[config.mk]
export PLATFORM = sky130hd
export DESIGN_NAME = i2c_read_target
export DESIGN_NICKNAME = d
export VERILOG_FILES = /design/src/rtl/i2ct_pkg.sv /design/src/rtl/i2ct_sync.sv /design/src/rtl/i2ct_ctrl.sv /design/src/rtl/i2c_read_target.sv
export SDC_FILE = /design/constraint.sdc
export NUM_CORES = 1
export LEC_CHECK = 0
export BUFFER_PORTS_ARGS = -buffer_cell sky130_fd_sc_hd__buf_2
export CORE_MARGIN = 2
export CORE_UTILIZATION = 50
export DETAILED_ROUTE_END_ITERATION = 6
export PLACE_DENSITY = 0.71
export RECOVER_POWER = 50
export SYNTH_ARGS = -nofsm -noshare
export SYNTH_HDL_FRONTEND = slang
export SYNTH_HIERARCHICAL = 1
export SYNTH_SLANG_ARGS = --single-unit
export TNS_END_PERCENT = 5
[constraint.sdc]
create_clock -name clk -period 3.2 [get_ports clk]
set_clock_uncertainty 0.2 [all_clocks]
set_input_delay 0.48 -clock clk [delete_from_list [all_inputs] [get_ports clk]]
set_output_delay 0.48 -clock clk [all_outputs]
set_load 0.005 [all_outputs]
[src/rtl/i2ct_pkg.sv]
package i2ct_pkg;
  typedef enum logic [2:0] {
    PH_IDLE,
    PH_ADDR,
    PH_AACK,
    PH_SEND,
    PH_MACK,
    PH_HOLD
  } phase_t;
endpackage

[src/rtl/i2ct_sync.sv]
module i2ct_sync #(
  parameter int   STAGES  = 2,
  parameter logic RST_VAL = 1'b1
) (
  input  logic clk,
  input  logic rst_n,
  input  logic pin,
  output logic lvl,
  output logic rise,
  output logic fall
);
  logic [STAGES-1:0] chain;
  logic              prev;

  always_ff @(posedge clk or negedge rst_n) begin
    if (!rst_n) begin
      chain <= {STAGES{RST_VAL}};
      prev  <= RST_VAL;
    end else begin
      chain <= {chain[STAGES-2:0], pin};
      prev  <= chain[STAGES-1];
    end
  end

  assign lvl  = chain[STAGES-1];
  assign rise = lvl & ~prev;
  assign fall = ~lvl & prev;
endmodule

[src/rtl/i2ct_ctrl.sv]
module i2ct_ctrl
  import i2ct_pkg::*;
#(
  parameter int ADDR_W = 7,
  parameter int DATA_W = 16
) (
  input  logic              clk,
  input  logic              rst_n,
  input  logic              start,
  input  logic              stop,
  input  logic              scl_rise,
  input  logic              scl_fall,
  input  logic              sda_lvl,
  input  logic [ADDR_W-1:0] dev_addr,
  input  logic [DATA_W-1:0] word_in,
  output logic              sda_oe,
  output phase_t            phase
);
  localparam int FRAME  = ADDR_W + 1;
  localparam int NBYTES = DATA_W / 8;
  localparam int CW     = $clog2(FRAME + 1);
  localparam int BYW    = $clog2(NBYTES + 1);

  logic [CW-1:0]     cnt;
  logic [BYW-1:0]    bytes;
  logic [ADDR_W:0]   rxsr;
  logic [DATA_W-1:0] txsr;
  logic              nack;

  always_ff @(posedge clk or negedge rst_n) begin
    if (!rst_n) begin
      phase  <= PH_IDLE;
      cnt    <= '0;
      bytes  <= '0;
      rxsr   <= '0;
      txsr   <= '0;
      nack   <= 1'b0;
      sda_oe <= 1'b0;
    end else if (start) begin
      phase  <= PH_ADDR;
      cnt    <= '0;
      sda_oe <= 1'b0;
    end else if (stop) begin
      phase  <= PH_IDLE;
      sda_oe <= 1'b0;
    end else begin
      unique case (phase)
        PH_ADDR: begin
          if (scl_rise) begin
            rxsr <= {rxsr[ADDR_W-1:0], sda_lvl};
            cnt  <= cnt + 1'b1;
          end else if (scl_fall && cnt == CW'(FRAME)) begin
            if (rxsr == {dev_addr, 1'b1}) begin
              sda_oe <= 1'b1;
              phase  <= PH_AACK;
            end else begin
              phase <= PH_IDLE;
            end
          end
        end
        PH_AACK: begin
          if (scl_fall) begin
            txsr   <= word_in;
            sda_oe <= ~word_in[DATA_W-1];
            cnt    <= '0;
            bytes  <= '0;
            phase  <= PH_SEND;
          end
        end
        PH_SEND: begin
          if (scl_fall) begin
            txsr <= txsr << 1;
            if (cnt == CW'(7)) begin
              sda_oe <= 1'b0;
              cnt    <= '0;
              bytes  <= bytes + 1'b1;
              phase  <= PH_MACK;
            end else begin
              cnt    <= cnt + 1'b1;
              sda_oe <= ~txsr[DATA_W-2];
            end
          end
        end
        PH_MACK: begin
          if (scl_rise) begin
            nack <= sda_lvl;
          end else if (scl_fall) begin
            if (bytes == BYW'(NBYTES)) begin
              phase <= PH_HOLD;
            end else if (nack) begin
              phase <= PH_IDLE;
            end else begin
              sda_oe <= ~txsr[DATA_W-1];
              phase  <= PH_SEND;
            end
          end
        end
        default: ;
      endcase
    end
  end
endmodule

[src/rtl/i2c_read_target.sv]
module i2c_read_target
  import i2ct_pkg::*;
#(
  parameter int ADDR_W      = 7,
  parameter int DATA_W      = 16,
  parameter int SYNC_STAGES = 2
) (
  input  logic              clk,
  input  logic              rst_n,
  input  logic              scl_i,
  input  logic              sda_i,
  output logic              sda_oe,
  input  logic [ADDR_W-1:0] dev_addr,
  input  logic [DATA_W-1:0] word_in
);
  localparam int NLINES = 2;

  logic [NLINES-1:0] pins, lvls, rises, falls;
  logic   scl_lvl, sda_lvl, start_p, stop_p;
  phase_t phase;

  assign pins = {sda_i, scl_i};

  for (genvar g = 0; g < NLINES; g++) begin : g_line
    i2ct_sync #(.STAGES(SYNC_STAGES), .RST_VAL(1'b1)) u_sync (
      .clk  (clk),
      .rst_n(rst_n),
      .pin  (pins[g]),
      .lvl  (lvls[g]),
      .rise (rises[g]),
      .fall (falls[g])
    );
  end

  assign scl_lvl = lvls[0];
  assign sda_lvl = lvls[1];
  assign start_p = falls[1] & scl_lvl;
  assign stop_p  = rises[1] & scl_lvl;

  i2ct_ctrl #(.ADDR_W(ADDR_W), .DATA_W(DATA_W)) u_ctrl (
    .clk     (clk),
    .rst_n   (rst_n),
    .start   (start_p),
    .stop    (stop_p),
    .scl_rise(rises[0]),
    .scl_fall(falls[0]),
    .sda_lvl (sda_lvl),
    .dev_addr(dev_addr),
    .word_in (word_in),
    .sda_oe  (sda_oe),
    .phase   (phase)
  );
endmodule

== After elaboration in Yosys (flattened, before gate mapping) ==
Cells that the tools add are included.

* Register bits: 41
* Bits of input ports: 27
* Output and inout port bits: 1
* Word-level logic and storage cells: 104

* $add $sub $neg: 2
* Eq/ne operators: 25
* Multiplexer cells: 40
* Bitwise gates (word level): 15
* Reductions and logical operators: 11

{| class="wikitable"
|+ Operators with widths
! cell !! number
|-
| $mux W16 || 2
|-
| $pmux W16 S2 || 1
|-
| $mux W3 || 10
|-
| $mux W4 || 6
|-
| $ne A4 B3 Y1 const B || 6
|-
| $ne A4 B4 Y1 const B || 4
|-
| $mux W1 || 12
|-
| $pmux W3 S4 || 1
|-
| $pmux W4 S3 || 1
|-
| $mux W2 || 5
|-
| $reduce_and A10 Y1 || 1
|-
| $reduce_and A5 Y1 || 2
|-
| $not A1 Y1 || 9
|-
| $eq A8 B8 Y1 || 1
|-
| $reduce_and A4 Y1 || 2
|-
| $reduce_and A8 Y1 || 1
|-
| $and A1 B1 Y1 || 6
|-
| $eq A3 B2 Y1 const B || 2
|-
| $ne A2 B1 Y1 const B || 3
|-
| $ne A3 B2 Y1 const B || 2
|-
| $reduce_and A6 Y1 || 1
|-
| $reduce_bool A6 Y1 || 1
|-
| $add A4 B1 Y4 const B || 1
|-
| $eq A4 B3 Y1 const B || 1
|-
| other kinds (12) || 12
|}

== Depth between registers and ports, before layout ==
* Word-level depth: 8
* Depth in mapped cells: 7
* Mapped depth without buffers: 7

== Hierarchy ==
Netlist, hierarchy kept.

{| class="wikitable"
|+ By module, submodules not included
! module !! instances !! cells an instance !! area an instance (um2) !! seq. area each (um2)
|-
| i2ct_ctrl || 1 || 197 || 1931.9 || 875.8
|-
| i2ct_sync || 2 || 5 || 93.8 || 78.8
|-
| i2c_read_target || 1 || 2 || 12.5 || 0.0
|}

== Least setup slack after synthesis ==
OpenSTA, ideal clock, no wires.

* Path type: register -> register
* Start point: register g_line[1].u_sync.chain[1]
* End point: register u_ctrl.rxsr[0]
* Data arrival time: 1907 ps
* Data required time: 2875 ps
* Slack: 968 ps
* Cell stages (with the launch flop): 6
* Path buffers: 1
* Period minus slack after synthesis: 2232 ps
* Cells stage by stage: dfstp_2 > and2b_2 > and2_1 > or4_1 > buf_6 > mux2_4

* Longest elaborated chain between the ends: 5

{| class="wikitable"
|+ RTL lines
! element !! line !! RTL
|-
| from (decl) || i2ct_sync.sv:12 || <nowiki>logic [STAGES-1:0] chain;</nowiki>
|-
| from (signal assigned) || i2ct_sync.sv:17 || <nowiki>chain <= {STAGES{RST_VAL}};</nowiki>
|-
| from (signal assigned) || i2ct_sync.sv:20 || <nowiki>chain <= {chain[STAGES-2:0], pin};</nowiki>
|-
| $not A1 Y1 || i2ct_sync.sv:27 || <nowiki>assign fall = ~lvl & prev;</nowiki>
|-
| $and A1 B1 Y1 || i2ct_sync.sv:27 ||
|-
| via falls[1] || i2c_read_target.sv:18 || <nowiki>logic [NLINES-1:0] pins, lvls, rises, falls;</nowiki>
|-
| $and A1 B1 Y1 || i2c_read_target.sv:37 || <nowiki>assign start_p = falls[1] & scl_lvl;</nowiki>
|-
| via start_p || i2c_read_target.sv:19 || <nowiki>logic scl_lvl, sda_lvl, start_p, stop_p;</nowiki>
|-
| $not A1 Y1 (no source line) || -- ||
|-
| $reduce_and A4 Y1 (no source line) || -- ||
|-
| to (signal assigned) || i2ct_ctrl.sv:50 || <nowiki>rxsr <= {rxsr[ADDR_W-1:0], sda_lvl};</nowiki>
|-
| to (decl) || i2ct_ctrl.sv:26 || <nowiki>logic [ADDR_W:0] rxsr;</nowiki>
|}

The timed path passes the listed nets, and every way through them passes these cells.
A chain may end at the register's enable or synchronous reset.

== Worst setup path in the final report ==
* Start point: register g_line[0].u_sync.chain[1]
* End point: register u_ctrl.rxsr[5]

{| class="wikitable"
|+ RTL lines
! element !! line !! RTL
|-
| from (decl) || i2ct_sync.sv:12 ||
|-
| from (signal assigned) || i2ct_sync.sv:17 ||
|-
| from (signal assigned) || i2ct_sync.sv:20 ||
|-
| $and A1 B1 Y1 || i2ct_sync.sv:26 || <nowiki>assign rise = lvl & ~prev;</nowiki>
|-
| via rises[0] || i2c_read_target.sv:18 ||
|-
| $reduce_and A4 Y1 (no source line) || -- ||
|}

The timed path passes the listed nets, and every way through them passes these cells.

==> results by group <==
Status
  – Status: finished, violations left
  – Failing checks: max-capacitance violations, max-slew violations

Critical path
  – Crit Path Category: reg2reg
  – Crit path required time: 3180 ps
  – Critical Path AT: about 2600 ps
  – Delay-heaviest family, CP: simple AND/OR/NAND/NOR gates
  – Critical-path cell list: nor2b_1 > inv_1 > or4_1 > mux2_4
  – Max FO, Critical Path: 9
  – Critical path launch point type: flop
  – Crit path max-delay cell type: or4_1
  – CP endpoint kind: flop
  – Critical path's largest stage delay: ~750 ps
  – CP bufs+invs: 1

Clocking
  – Max Root-Sink Buffers: 2
  – Gates resized, CTS repair: 0
  – H-tree Lvls: 2
  – # Post-CTS Setup Buffers: 0
  – CTS buffer count: 5
  – Root buffer cell: clkbuf_8
  – Clock Latency Late Sink: slightly below 300 ps
  – CTS tree: built
  – Clk slew on worst S/H paths: 80 ps
  – Clock sink total: between 40 and 50
  – CTS Hold Bufs: 0

Yosys
  – Post-Syn Instances: about 210
  – Post-synth cell types: 43
  – Mapped Area: about 2100 um^2
  – Fraction of the yosys area taken by sequential cells: 0.4847
  – Ys async rst share: 1.000
  – Main synth FF type: dfrtp_1
  – Register bit total from synthesis: just over 40
  – Synthesized area per cell: roughly 10 um^2
  – YS warnings: 6
  – Syn nets: 239
  – Number of synthesized flops with an enable pin: 0

Drt
  – Vias/cell: 5.503
  – Vias: roughly 1600
  – Antenna viol nets, final: 0
  – Wirelength, routed: 3.892 mm
  – Drt pass-1 iters: 4
  – Routed len/inst: around 14 um
  – # DRC: 0
  – DR iter-0 viols: 107

Power and ir drop
  – Internal: approximately 1.2 mW
  – Logic pwr share: 0.312
  – Max rail drop VDD: ~400 uV
  – Switching Fraction: 0.3336
  – Sequential Power Share: 0.464
  – Total power: roughly 1.9 mW
  – Pwr Density: around 770 nW/um^2
  – Clock network power share: 0.224
  – P_sw: about 620 uW
  – Leakage: between 1 and 1.5 nW

Global routing
  – Vias in the first global route: approximately 1600
  – First-pass GRT wire length: between 7 and 8 mm
  – Largest net degree at the start of global routing: 42
  – Grt total ovfl: 0
  – Tot GR Track Use: 0.1791
  – Antenna violations before repair: 0

STA
  – Endpoints failing setup: 0
  – Max Slew Vio Count: 42
  – Actual slew at the worst max-slew pin: ~2100 ps
  – Endpoints failing hold: 0
  – RSZ-0062 raised after global routing: false
  – Rel. slew slack: -0.4104
  – Final min period: about 2600 ps
  – Fmax: between 300 and 400 MHz
  – Final Cycle Share: 0.8143
  – Setup TNS: 0 ps

Floorplanning
  – Core footprint: 4058 um^2
  – I/O pin cnt: 28
  – Initial cell density of the core: 0.5254
  – FP Rows: 23
  – Die area: 4802 um^2
  – Die W: around 70 um
  – Die span in y: roughly 70 um

Placed design
  – Global placer's final weighted congestion: roughly 0.8
  – Port buffer count: 27
  – Post-DP HPWL: around 2.7 mm

Job
  – Max Cap Viol: 1

Final layout
  – Nets: approximately 270
  – Layout cell share with drive strength beyond 1: 0.2203
  – Synthesis-to-layout area growth: 12.79%
  – Most frequent cells in the layout: dfrtp_1 (35), buf_2 (26), o21ai_0 (25)
  – # diodes: 0
  – Commonest non-fill, non-tap cell in the layout: dfrtp_1

Worst hold path
  – Hold Crit Class: in2reg
## routing by layer
layer  up-vias  wire length [um]  global-route usage
met5         -                 0                   0
met4         0                68             0.05447
met3        13               171             0.04651
met2        46              1824              0.2853
met1       736              1827              0.2406
li1        779                 -                   -
## logic make-up after synthesis
| family | after synthesis | share of synthesized area |
|---|---|---|
| fa+ha+maj | 3 | 0.01761 |
| simple gates | 71 | 0.1708 |
| buf+inv | 15 | 0.03287 |
| compound gates | 46 | 0.1244 |
| xor+xnor | 8 | 0.03287 |
| flops | 41 | 0.4847 |
| mux | 25 | 0.1367 |
## metrics by stage
step / area [um^2] / worst slack [ps] / hold slack (ps) / util / std cells
after detailed placement: 2293 / 670.9 / 147.0 / 0.5652 / 278
after global placement: 2293 / 712.1 / 147.2 / 0.5652 / 278
final: 2405 / 594.2 / 77.03 / 0.5927 / 286
after global routing: 2405 / 452.6 / 55.55 / 0.5927 / 286
after CTS: 2406 / 632.2 / 68.13 / 0.5930 / 286
after floorplan: 2132 / 968.3 / -15.59 / - / 209
## cell type report
class	count	area, um^2
tap	50	62.56
clock inverter	3	43.79
timing repair buffer	29	148.9
clock buffer	5	68.82
sequential	41	1033
fill	352	1653
inverter	5	18.77
multi-input combinational	153	1028
## cell usage after synthesis, types with 2 or more instances
cell	n	area, um^2
nand2_1	24	90.09
dfrtp_1	35	875.8
nand3_1	6	30.03
and2_1	3	18.77
nor2_1	11	41.29
inv_1	5	18.77
buf_2	2	10.01
xnor2_1	7	61.31
nor3_1	4	20.02
nand3b_1	4	30.03
nor2b_1	6	37.54
mux2i_1	16	160.2
a21oi_1	8	40.04
nand2b_1	3	18.77
clkbuf_1	6	22.52
and2b_2	2	17.52
ha_1	3	37.54
mux2_4	8	120.1
o21ai_0	25	125.1
dfstp_2	6	157.7
a21o_1	2	15.01
nand4_1	2	12.51
## worst paths after layout
path	from	to	slack, ps	depth (start not counted)
setup reg to reg	g_line[0].u_sync/chain[1]	u_ctrl/rxsr[5]	590	4
min in group asynchronous	rst_n	u_ctrl/rxsr[6]	600	1
hold / removal	sda_i	g_line[1].u_sync/chain[0]	80	1
setup / recovery	g_line[0].u_sync/chain[1]	u_ctrl/rxsr[5]	590	4
hold reg to reg	g_line[1].u_sync/chain[0]	g_line[1].u_sync/chain[1]	160	0
max in group asynchronous	rst_n	u_ctrl/phase[1]	990	1
## registers in the layout, summed over array words and instances, names as in the netlist
signal / cells
u_ctrl/txsr: 16
u_ctrl/rxsr: 8
g_line.u_sync/chain: 4
u_ctrl/cnt: 4
u_ctrl/phase: 3
g_line.u_sync/prev: 2
u_ctrl/bytes: 2
u_ctrl/nack: 1
u_ctrl/sda_oe: 1
## power by group through the flow
stage          Clock (mW)  Combinational (mW)  Sequential, mW
6_report            0.414               0.578           0.860
5_1_grt             0.451               0.663           0.892
2_1_floorplan           0               0.494           0.813
4_1_cts             0.427               0.581           0.861
3_5_place_dp            0               0.577           0.869
3_3_place_gp            0               0.565           0.865
Power figures use the tool's default switching activity.
